[src/rtl/fpdiv_pkg.sv]
package fpdiv_pkg;

    typedef enum logic [1:0] {
        ST_IDLE,
        ST_ITER,
        ST_FINISH
    } div_state_e;

    typedef enum logic [1:0] {
        SP_NONE,
        SP_NAN,
        SP_INF,
        SP_ZERO
    } special_e;

endpackage

[src/rtl/fpdiv_classify.sv]
module fpdiv_classify
    import fpdiv_pkg::*;
#(
    parameter int EXP_W  = 8,
    parameter int FRAC_W = 23,
    localparam int W     = 1 + EXP_W + FRAC_W
) (
    input  logic [W-1:0] num,
    input  logic [W-1:0] den,
    output special_e     kind
);

    logic n_zero, n_inf, n_nan, d_zero, d_inf, d_nan;

    always_comb begin
        n_zero = (num[W-2 -: EXP_W] == '0);
        d_zero = (den[W-2 -: EXP_W] == '0);
        n_inf  = (num[W-2 -: EXP_W] == '1) && (num[FRAC_W-1:0] == '0);
        d_inf  = (den[W-2 -: EXP_W] == '1) && (den[FRAC_W-1:0] == '0);
        n_nan  = (num[W-2 -: EXP_W] == '1) && (num[FRAC_W-1:0] != '0);
        d_nan  = (den[W-2 -: EXP_W] == '1) && (den[FRAC_W-1:0] != '0);

        if (n_nan || d_nan || (n_zero && d_zero) || (n_inf && d_inf))
            kind = SP_NAN;
        else if (n_inf || d_zero)
            kind = SP_INF;
        else if (n_zero || d_inf)
            kind = SP_ZERO;
        else
            kind = SP_NONE;
    end

endmodule

[src/rtl/fpdiv_recur.sv]
module fpdiv_recur #(
    parameter int SIG_W = 24,
    localparam int REM_W = SIG_W + 1,
    localparam int QW    = SIG_W + 2
) (
    input  logic             clk,
    input  logic             rst_n,
    input  logic             load,
    input  logic             step,
    input  logic [SIG_W-1:0] num_sig,
    input  logic [SIG_W-1:0] den_sig,
    output logic [QW-1:0]    quo
);

    logic [REM_W-1:0] rem_q;
    logic [SIG_W-1:0] den_q;
    logic [REM_W-1:0] trial;
    logic             qbit;

    // restoring step: subtract when the partial remainder covers the divisor
    always_comb begin
        qbit  = (rem_q >= {1'b0, den_q});
        trial = qbit ? (rem_q - {1'b0, den_q}) : rem_q;
    end

    always_ff @(posedge clk or negedge rst_n) begin
        if (!rst_n) begin
            rem_q <= '0;
            den_q <= '0;
            quo   <= '0;
        end else if (load) begin
            rem_q <= {1'b0, num_sig};
            den_q <= den_sig;
            quo   <= '0;
        end else if (step) begin
            rem_q <= {trial[REM_W-2:0], 1'b0};
            quo   <= {quo[QW-2:0], qbit};
        end
    end

endmodule

[src/rtl/fpdiv_round.sv]
module fpdiv_round #(
    parameter int EXP_W  = 8,
    parameter int FRAC_W = 23,
    localparam int W     = 1 + EXP_W + FRAC_W,
    localparam int SIG_W = FRAC_W + 1,
    localparam int QW    = SIG_W + 2,
    localparam int ED_W  = EXP_W + 2
) (
    input  logic                   sign,
    input  logic signed [ED_W-1:0] ediff,
    input  logic [QW-1:0]          quo,
    output logic [W-1:0]           packed_word
);

    localparam logic signed [ED_W-1:0] BIAS_S = ED_W'((1 << (EXP_W - 1)) - 1);
    localparam logic signed [ED_W-1:0] EMAX_S = ED_W'((1 << EXP_W) - 1);
    localparam logic signed [ED_W-1:0] ONE_S  = ED_W'(1);
    localparam logic signed [ED_W-1:0] ZERO_S = '0;

    logic                   top;
    logic [SIG_W-1:0]       sig;
    logic                   guard;
    logic [SIG_W-1:0]       sig_rnd;
    logic signed [ED_W-1:0] e_res;

    always_comb begin
        top   = quo[QW-1];
        sig   = top ? quo[QW-1:2] : quo[QW-2:1];
        guard = top ? quo[1] : quo[0];
        e_res = top ? (ediff + BIAS_S) : (ediff + BIAS_S - ONE_S);
        // a 24-by-24 quotient never shows all ones above a set guard bit
        sig_rnd = sig + SIG_W'(guard);

        if (e_res >= EMAX_S)
            packed_word = {sign, {EXP_W{1'b1}}, {FRAC_W{1'b0}}};
        else if (e_res <= ZERO_S)
            packed_word = {sign, {(W-1){1'b0}}};
        else
            packed_word = {sign, e_res[EXP_W-1:0], sig_rnd[FRAC_W-1:0]};
    end

endmodule

[src/rtl/fp_seq_divider.sv]
module fp_seq_divider
    import fpdiv_pkg::*;
#(
    parameter int EXP_W  = 8,
    parameter int FRAC_W = 23,
    localparam int W     = 1 + EXP_W + FRAC_W
) (
    input  logic         clk,
    input  logic         rst_n,
    input  logic         start,
    input  logic [W-1:0] dividend,
    input  logic [W-1:0] divisor,
    output logic         busy,
    output logic         done,
    output logic [W-1:0] result
);

    localparam int SIG_W = FRAC_W + 1;
    localparam int QW    = SIG_W + 2;
    localparam int ED_W  = EXP_W + 2;
    localparam int CNT_W = $clog2(QW);

    div_state_e             state_q, state_d;
    special_e               kind_in, kind_q;
    logic                   sign_q;
    logic signed [ED_W-1:0] ediff_q;
    logic [CNT_W-1:0]       cnt_q;
    logic [QW-1:0]          quo;
    logic [W-1:0]           rounded;
    logic                   accept;

    assign accept = (state_q == ST_IDLE) && start;
    assign busy   = (state_q != ST_IDLE);

    fpdiv_classify #(.EXP_W(EXP_W), .FRAC_W(FRAC_W)) u_class (
        .num  (dividend),
        .den  (divisor),
        .kind (kind_in)
    );

    fpdiv_recur #(.SIG_W(SIG_W)) u_recur (
        .clk     (clk),
        .rst_n   (rst_n),
        .load    (accept),
        .step    (state_q == ST_ITER),
        .num_sig ({1'b1, dividend[FRAC_W-1:0]}),
        .den_sig ({1'b1, divisor[FRAC_W-1:0]}),
        .quo     (quo)
    );

    fpdiv_round #(.EXP_W(EXP_W), .FRAC_W(FRAC_W)) u_round (
        .sign        (sign_q),
        .ediff       (ediff_q),
        .quo         (quo),
        .packed_word (rounded)
    );

    always_comb begin
        state_d = state_q;
        unique case (state_q)
            ST_IDLE:   if (start) state_d = (kind_in == SP_NONE) ? ST_ITER : ST_FINISH;
            ST_ITER:   if (cnt_q == CNT_W'(QW - 1)) state_d = ST_FINISH;
            ST_FINISH: state_d = ST_IDLE;
            default:   state_d = ST_IDLE;
        endcase
    end

    always_ff @(posedge clk or negedge rst_n) begin
        if (!rst_n) state_q <= ST_IDLE;
        else        state_q <= state_d;
    end

    always_ff @(posedge clk or negedge rst_n) begin
        if (!rst_n) begin
            kind_q  <= SP_NONE;
            sign_q  <= 1'b0;
            ediff_q <= '0;
            cnt_q   <= '0;
        end else if (accept) begin
            kind_q  <= kind_in;
            sign_q  <= dividend[W-1] ^ divisor[W-1];
            ediff_q <= $signed({2'b00, dividend[W-2 -: EXP_W]})
                     - $signed({2'b00, divisor[W-2 -: EXP_W]});
            cnt_q   <= '0;
        end else if (state_q == ST_ITER) begin
            cnt_q   <= cnt_q + 1'b1;
        end
    end

    always_ff @(posedge clk or negedge rst_n) begin
        if (!rst_n) begin
            done   <= 1'b0;
            result <= '0;
        end else begin
            done <= 1'b0;
            if (state_q == ST_FINISH) begin
                done <= 1'b1;
                unique case (kind_q)
                    SP_NAN:  result <= {1'b0, {EXP_W{1'b1}}, 1'b1, {(FRAC_W-1){1'b0}}};
                    SP_INF:  result <= {sign_q, {EXP_W{1'b1}}, {FRAC_W{1'b0}}};
                    SP_ZERO: result <= {sign_q, {(W-1){1'b0}}};
                    SP_NONE: result <= rounded;
                endcase
            end
        end
    end

endmodule

[config.mk]
export PLATFORM = sky130hd
export DESIGN_NAME = fp_seq_divider
export DESIGN_NICKNAME = d
export VERILOG_FILES = /design/src/rtl/fpdiv_pkg.sv /design/src/rtl/fpdiv_classify.sv /design/src/rtl/fpdiv_recur.sv /design/src/rtl/fpdiv_round.sv /design/src/rtl/fp_seq_divider.sv
export SDC_FILE = /design/constraint.sdc
export NUM_CORES = 1
export LEC_CHECK = 0
export CORE_UTILIZATION = 25
export DETAILED_ROUTE_END_ITERATION = 8
export DONT_BUFFER_PORTS = 1
export PLACE_DENSITY = 0.39
export SYNTH_ARGS = -nofsm -noshare
export SYNTH_HDL_FRONTEND = slang
export SYNTH_SLANG_ARGS = --single-unit
[constraint.sdc]
create_clock -name clk -period 7.1 [get_ports clk]
set_input_delay 0.71 -clock clk [delete_from_list [all_inputs] [get_ports clk]]
set_output_delay 0.71 -clock clk [all_outputs]
set_load 0.01 [all_outputs]
* Yosys cells after proc, flatten, opt, wreduce, memory -nomap -nowiden *
Index checks and enable logic that the tools add are counted.

word-level totals
  flip-flop bits (word level) = 128
  input port bits = 67
  output and inout bits = 34
  logic and storage cells = 75

operators by class
  $add $sub $neg = 6
  magnitude comparators = 3
  equality and inequality tests = 10
  mux-type cells = 21
  bitwise gates (word level) = 1
  reduce and logical (&&, ||, !) cells = 24

operators with widths
  kind                                                                count
  case mux 32 bit (4 select lines)                                    1
  2-to-1 mux 31 bit                                                   2
  2-to-1 mux 26 bit                                                   2
  2-to-1 mux 25 bit                                                   2
  logical NOT 23 bit                                                  2
  nonzero test 23 bit                                                 2
  greater-or-equal comparator 25 x 24 -> 1 bit                        1
  2-to-1 mux 24 bit                                                   1
  subtractor 24 bit                                                   1
  adder 23 x 1 -> 23 bit                                              1
  2-to-1 mux 23 bit                                                   1
  == test 8 bit, second input constant                                2
  logical NOT 8 bit                                                   2
  2-to-1 mux 2 bit                                                    6
  adder 10 x 8 -> 10 bit, second input constant                       1
  greater-or-equal comparator 10 x 9 -> 1 bit, second input constant  1
  <= comparator 10 x 1 -> 1 bit, second input constant                1
  2-to-1 mux 10 bit                                                   1
  2-to-1 mux 5 bit                                                    2
  subtractor 10 x 2 -> 10 bit, second input constant                  1
  subtractor 8 x 8 -> 9 bit                                           1
  logical AND 1 bit                                                   7
  == test 2 bit, second input constant                                3
  logical NOT 2 bit                                                   3
  10 further kinds                                                    18

* Logic depth before layout (Yosys ltp) *
Gate-level depths: netlist of run 1.

  depth in word-level cells = 10
  depth in mapped cells = 14
  mapped depth without buffers = 11

* Hierarchy *
From an unflattened synthesis of run 1, not the netlist that was laid out.

second synthesis, totals
  cells, all modules = 1008
  area, all modules = 9121.2 um^2

modules (own cells, without submodules)
  module          instances  cells each  area an instance (um^2)  sequential area each (um^2)
  fpdiv_recur     1          493         4626.9                   1876.8
  fp_seq_divider  1          233         2424.8                   1301.2
  fpdiv_round     1          249         1838.0                   0.0
  fpdiv_classify  1          33          231.5                    0.0

* Worst setup path after synthesis of run 1 *
No wires, ideal clock.

  path type = register to register
  start point = register u_recur.quo[25]
  end point = register result[21]
  setup time = 0.122 ns
  arrival time = 3.126 ns
  data required time = 6.978 ns
  path slack = 3.852 ns
  cell stages (with the launch flop) = 14
  path buffers = 3
  period minus slack after synthesis = 3.248 ns
  cells stage by stage = dfrtp_1 buf_4 buf_2 clkbuf_1 mux2_2 ha_1 and3_1 and3_1 and2_0 and2b_1 and3_1 a211oi_1 a21oi_1 a32o_1

between the ends
  cells in the longest elaborated chain, start to end = 5
  elaborated cells on any way between the ends = 9
  those cells by class = add/sub: 1; order compare: 2; mux: 6

ends and longest elaborated chain
  what                                                                     line                                  source
  start: declaration                                                       fpdiv_recur.sv:12                     output logic [QW-1:0] quo
  start signal: assignment                                                 fpdiv_recur.sv:37                     quo <= {quo[QW-2:0], qbit};
  2-to-1 mux 23 bit (tied with other cells)                                fpdiv_round.sv:28                     sig = top ? quo[QW-1:2] : quo[QW-2:1];
  adder 23 x 1 -> 23 bit or <= comparator 10 x 1 -> 1 bit (tied branches)  fpdiv_round.sv:32, fpdiv_round.sv:36
  2-to-1 mux 31 bit                                                        fpdiv_round.sv:36                     else if (e_res <= ZERO_S)
  2-to-1 mux 31 bit *                                                      fpdiv_round.sv:34                     if (e_res >= EMAX_S)
  case mux 32 bit (4 select lines) *                                       fp_seq_divider.sv:98                  unique case (kind_q)
  end signal: assignment                                                   fp_seq_divider.sv:99                  SP_NAN: result <= {1'b0, {EXP_W{1'b1}}, 1'b1, {(FRAC_W-1){1'b0}}};
  end signal: assignment                                                   fp_seq_divider.sv:100                 SP_INF: result <= {sign_q, {EXP_W{1'b1}}, {FRAC_W{1'b0}}};
  end signal: assignment                                                   fp_seq_divider.sv:101                 SP_ZERO: result <= {sign_q, {(W-1){1'b0}}};
  end: declaration                                                         fp_seq_divider.sv:15                  output logic [W-1:0] result

Every way passes the cells marked *; elsewhere a longest branch is shown, timed or not.
A chain may end at the register's enable or synchronous reset.

* Final worst setup path of run 1 *
  start point = register u_recur.den_q[1]
  end point = register u_recur.rem_q[12]

between the ends
  cells in the longest elaborated chain, start to end = 4
  elaborated cells on any way between the ends = 5
  those cells by class = add/sub: 1; order compare: 1; mux: 3

ends and longest elaborated chain
  what                                                                               line                                  source
  start: declaration                                                                 fpdiv_recur.sv:16                     logic [SIG_W-1:0] den_q;
  start signal: assignment                                                           fpdiv_recur.sv:33                     den_q <= den_sig;
  subtractor 24 bit or greater-or-equal comparator 25 x 24 -> 1 bit (tied branches)  fpdiv_recur.sv:23, fpdiv_recur.sv:22
  2-to-1 mux 24 bit *                                                                fpdiv_recur.sv:23                     trial = qbit ? (rem_q - {1'b0, den_q}) : rem_q;
  2-to-1 mux 25 bit *                                                                fpdiv_recur.sv:35                     end else if (step) begin
  2-to-1 mux 25 bit *                                                                fpdiv_recur.sv:31                     end else if (load) begin
  end signal: assignment                                                             fpdiv_recur.sv:32                     rem_q <= {1'b0, num_sig};
  end signal: assignment                                                             fpdiv_recur.sv:36                     rem_q <= {trial[REM_W-2:0], 1'b0};
  end: declaration                                                                   fpdiv_recur.sv:15                     logic [REM_W-1:0] rem_q;

Every way passes the cells marked *; elsewhere a longest branch is shown, timed or not. The select of a mux whose other input is x is not followed.

==> results.toml, run 1 <==
[sta]
finalSetupTns_ps = 0
worst_slew_pin_slew_ps = 869
period_share = 0.473
slew_violations = 0
fin_skew_ps = 10.1
rsz0062_at_grt = "false"
relSlewSlack = 0.420
finalHoldViolations = 0
fin_crit_ps = 3360
finalSetupViolCount = 0
fmax_mhz = 298

[power_and_ir_drop]
power.density_nw_per_um2 = 511
power_mw = 4.84
vdd_drop_max_uv = 218
leakagePower_nw = 3.97

[clock_tree]
path_clk_slew_ps = 70
clk_path_buf_depth = 2
clock_latency_ps = 440
cts_resized = 0
cts_buffers = 17
cts_max_level = 4
cts_sinks = 127
cts_tree = "yes"
cts_root_buf = "clkbuf_16"

[synth]
synth_most_common_cell = "nand2_1"
syn_avg_cell_area_um2 = 8.63
synth_commonest_cells = "nand2_1, dfrtp_1, o21ai_0, a21oi_1, inv_1"
ys.flop_type = "dfrtp_1"
yosys.area.top_type_share = 0.376
seq_area_frac_synth = 0.376
synth-edff-count = 0
synthTopCellsByArea = "dfrtp_1, nand2_1, ha_1, o21ai_0, mux2i_1"
synth_cell_types = 77
mappedNetlistNets = 1086
synth_area_um2 = 8440
async_flop_share = 1.00
ys_ff_latch = 127
netlist_instances = 978
yosys.area.top_type = "dfrtp_1"
yosys_warnings = 0

[finish]
antennaDiodeCount = 0
ff_latch_area_um2 = 3180
final_nets = 1057
layout-drive-gt1-share = 0.0852
fill_cells = 3593
multi_input_area_um2 = 4830
syn_to_final_growth_pct = 12.0

[global_routing]
grt_use_met3 = 0.0364
grt.met1_usage = 0.203
grt_util_all_layers = 0.147
top_usage_layer = "met2"
antenna_found_initial = 0
overflow = 0
grt_pass1_wl_um = 39000
grt_use_met2 = 0.228
grt_max_degree = 128
grt_pass1_vias = 6774

[floorplan]
fp.dieArea_um2 = 34500
die_y_um = 186
rows = 66
core_um2 = 32900
start_util = 0.257
die_x_um = 186
io_pins = 101

[routing]
wl_per_cell_um = 17.3
finalWirelength_um = 24300
drc = 0
drtPass1Iterations = 5
vias = 6843
ant_nets = 0
drt_iter0_drc = 383
viasPerCell = 4.87

[critical_path]
required_ps = 7390
critPathKind = "reg2reg"
worstSetupEndpointType = "flip-flop"
startpoint_type = "flip-flop"
arrival_ps = 3650
crit_fanout = 25

[placement]
numPortBuffers = 0
dp_hpwl_um = 17600
gp_congestion = 0.804

[job]
max-cap-violations = 0

[hold_path]
hold_class = "in2async"

[outcome]
outcome = "finished clean"
## placed cells by master (no fill, tap or decap), drive strengths merged, types with 3 or more instances in the layout
cell type / n
a211oi: 5
a21boi: 3
a21o: 10
a21oi: 56
a221o: 6
a22o: 13
a22oi: 3
a311oi: 3
a31oi: 10
and2: 6
and3: 19
buf: 9
bufinv: 3
clkbuf: 20
clkinvlp: 4
dfrtp: 127
ha: 39
inv: 55
mux2: 8
mux2i: 29
nand2: 146
nand2b: 8
nand3: 32
nand4: 15
nor2: 47
nor2b: 12
nor3: 16
nor4: 19
o21a: 8
o21ai: 113
o21bai: 6
o22ai: 3
o311ai: 5
o31ai: 9
or3: 5
xnor2: 33
xor2: 21
## worst max-delay path: stages (launching register included)
cell	delay (ps)
dfrtp_1	380
inv_1	70
ha_1	300
nor2b_4	130
o31ai_2	380
a2111oi_4	170
o21a_1	270
o311ai_4	360
and2_1	170
buf_4	350
nand2b_1	440
o21ai_0	170
## per-layer routing
metal / wire length [µm] / up-vias / part of all wire
li1: - / 3417 / -
met1: 11900 / 3281 / 0.49
met2: 11000 / 128 / 0.45
met3: 1140 / 17 / 0.047
met4: 239 / 0 / 0.0098
met5: 0 / - / 0
## cell families after synthesis
group,count (synthesis),share of synthesized area
AOI/OAI and AO/OA,271,0.210
xor gates and xnor gates,54,0.0578
adders and majority gates,41,0.0625
buffers and inverters,109,0.0531
DFF,127,0.376
muxes,37,0.0455
and+or+nand+nor,339,0.194
## cell type report
class / count / area share
clock inverter: 12 / 0.0165
multi-input combinational: 742 / 0.511
sequential: 127 / 0.336
clock buffer: 20 / 0.0483
timing repair buffer: 9 / 0.00926
inverter: 52 / 0.0206
tap: 442 / 0.0585
## final timing paths
kind                       cells past startpoint  slack, ps                             to                          start
max                                           11       3740  u_recur.rem_q[12]$_DFFE_PN0P_   u_recur.den_q[1]$_DFFE_PN0P_
min                                            1        200    u_recur.quo[14]$_DFFE_PN0P_                          rst_n
max reg2reg                                   11       3740  u_recur.rem_q[12]$_DFFE_PN0P_   u_recur.den_q[1]$_DFFE_PN0P_
min reg2reg                                    2        450  u_recur.den_q[23]$_DFFE_PN0P_  u_recur.den_q[23]$_DFFE_PN0P_
max in group asynchronous                      1       6320  u_recur.den_q[11]$_DFFE_PN0P_                          rst_n
min in group clk                               2        380   u_recur.den_q[0]$_DFFE_PN0P_                     divisor[0]
## state kept, by name, summed over array words and instances (netlist names)
register,cells
kind_q,2
done,1
cnt_q,5
sign_q,1
state_q,2
u_recur.quo,26
u_recur.den_q,24
result,32
ediff_q,9
u_recur.rem_q,25
## what timing repair did
action | in CTS | in global routing
setup buffers | 0 | 0
endpoints found under the hold margin | 127 | 0
hold buffers | 1 | 0
## metrics by stage
stage          instances  setup WS, ps  instance area [µm²]  hold slack, ps  utilization
2_1_floorplan        978          3850                 8440             414            -
3_3_place_gp        1371          3780                 8820             421        0.268
3_5_place_dp        1371          3740                 8820             420        0.268
4_1_cts             1404          3740                 9460             286        0.288
5_1_grt             1404          3460                 9460             302        0.288
6_report            1404          3740                 9460             202        0.288
## where the power goes
part	switching [mW]	internal [mW]	total, mW
Sequential	0.316	1.02	1.34
Combinational	1.50	1.07	2.57
Clock	0.362	0.573	0.935
No activity file was read; power rests on OpenSTA's default activity.
==> inputs of run 2 (changes only) <==
PLACE_DENSITY = 0.41   (was 0.39)
clock period = 2.8 ns   (was 7.1 ns; I/O delays follow)
==> run 2 against run 1 <==
  * The flow now finishes with violations (hold timing)
  * Via count increased by 5.2%
  * Clock skew increased by 0.64 ps
  * Clock-buffer cell count increased by 2
  * Global-route usage increased by 0.13 points
  * Total power increased to 2.8 times the previous value
  * Largest cell class unchanged
  * Highest routed layer unchanged
==> results.toml, run 2 (synthesis gave the netlist of run 1 again) <==
[outcome]
outcome = "finished with violations"
violations = "hold timing"

[finish]
layout_common_cells = "nand2_1, dfrtp_1, o21ai_0"
largest_reg_flops = 32
fin_area_um2 = 10400
mostFrequentLayoutCell = "nand2_1"
layout-drive-gt1-share = 0.152
finalNonFillerCells = 1498
largest-register = "result"
antennaDiodeCount = 0
final_nets = 1152
reg_top3 = "result: 32 flops, u_recur.quo: 26 flops, u_recur.rem_q: 25 flops"
syn_to_final_growth_pct = 23.4
fill_cells = 3527

[floorplan]
fp.dieArea_um2 = 34500
die_y_um = 186
die_x_um = 186
core_um2 = 32900
rows = 66
io_pins = 101
start_util = 0.257

[power_and_ir_drop]
power_mw = 13.3
leakagePower_nw = 4.44
power.density_nw_per_um2 = 1280
vdd_drop_max_uv = 496

[sta]
finalSetupViolCount = 0
slew_violations = 0
finalHoldViolations = 127
finalSetupTns_ps = 0
rsz0062_at_grt = "true"
fin_skew_ps = 10.8
period_share = 0.946
relSlewSlack = 0.492
worst_slew_pin_slew_ps = 762
fmax_mhz = 377
whs_ps = -453
fin_crit_ps = 2650

[clock_tree]
clock_latency_ps = 430
clk_path_buf_depth = 2
cts_root_buf = "clkbuf_16"
ctsHoldBuffers = 34
cts_buffers = 17
cts_tree = "yes"
cts_max_level = 4
cts_sinks = 127
path_clk_slew_ps = 60

[placement]
gp_congestion = 0.813
dp_hpwl_um = 18200
postPlaceCellArea_um2 = 9340
dp.cells = 1430
numPortBuffers = 0

[job]
max-cap-violations = 0

[critical_path]
cp_common_cell = "o21a_1"
r2r_cells = 11
critical_path_buf_inv_count = 2
slowest_delay_ps = 380
required_ps = 3100
crit_fanout = 9
path_delay_family = "compound AO/OA/AOI/OAI gates"
critPathKind = "reg2reg"
worstSetupEndpointType = "flip-flop"
path_cells = "inv_1 > ha_1 > o21a_1 > o31ai_4 > a2111oi_4 > o21a_1 > o311ai_4 > and2_4 > buf_12 > mux2i_1 > a221o_1"
arrival_ps = 2950
cp_slowest_cell = "a2111oi_4"
startpoint_type = "flip-flop"
crit_cells = 11

[global_routing]
grt_max_degree = 128
grt_pass1_wl_um = 39500
grt_pass1_vias = 7219
overflow = 0
grt_util_all_layers = 0.148
antenna_found_initial = 0

[routing]
drt_iter0_drc = 363
wl_per_cell_um = 16.5
vias = 7196
viasPerCell = 4.80
ant_nets = 0
finalWirelength_um = 24700
drc = 0
drtPass1Iterations = 5

[hold_path]
hold_class = "in2async"
-- run 2: cell types whose count changed in the layout (fill, tap and decap cells not counted), moves of 4 or more --
cell / before / now
dlygate4sd3_1: 0 / 34
buf_12: 0 / 5
ha_1: 39 / 35
buf_4: 8 / 64
-- run 2: per-layer routing --
layer	part of all wire	track usage	up-vias
met5	0	0	-
met4	0.0098	0.0367	0
met3	0.050	0.0350	15
met2	0.47	0.244	137
met1	0.47	0.194	3448
li1	-	-	3596
-- run 2: final timing paths --
check / start / end / slack [ps]
worst max register to register: u_recur.den_q[2]$_DFFE_PN0P_ / u_recur.rem_q[1]$_DFFE_PN0P_ / 150
worst max-delay path: u_recur.den_q[2]$_DFFE_PN0P_ / u_recur.rem_q[1]$_DFFE_PN0P_ / 150
max in group asynchronous: rst_n / u_recur.den_q[19]$_DFFE_PN0P_ / 3040
min in group clk: dividend[2] / u_recur.rem_q[2]$_DFFE_PN0P_ / 20
worst min-delay path: rst_n / result[13]$_DFFE_PN0P_ / -450
worst min register to register: u_recur.den_q[23]$_DFFE_PN0P_ / u_recur.den_q[23]$_DFFE_PN0P_ / 450
-- run 2: final cells by class --
type / count / area [µm²] / share of cell area
multi-input combinational: 742 / 4950 / 0.475
sequential: 127 / 3180 / 0.305
timing repair buffer: 104 / 932 / 0.0895
tap: 442 / 553 / 0.0531
clock buffer: 22 / 474 / 0.0455
inverter: 52 / 195 / 0.0187
clock inverter: 9 / 133 / 0.0127
-- run 2: what timing repair did --
item / CTS / global route
buffers inserted: 0 / 3
hold endpoints to repair: 161 / 127
pin swaps: 1 / 9
resized for setup: 4 / 19
setup endpoints to repair: 4 / 30
-- run 2: where the power goes --
group          internal [mW]  switching [mW]  leakage [nW]
clock network           1.47           0.861         0.293
logic                   3.58            4.14          2.53
registers               2.59           0.714          1.61
total                   7.63            5.71          4.44
-- run 2: stage by stage --
stage,setup slack [ps],utilization
6_report,150,0.317
5_1_grt,-31.9,0.317
4_1_cts,19.9,0.314
3_5_place_dp,13.6,0.284
3_3_place_gp,14.7,0.284
2_1_floorplan,1.32,-
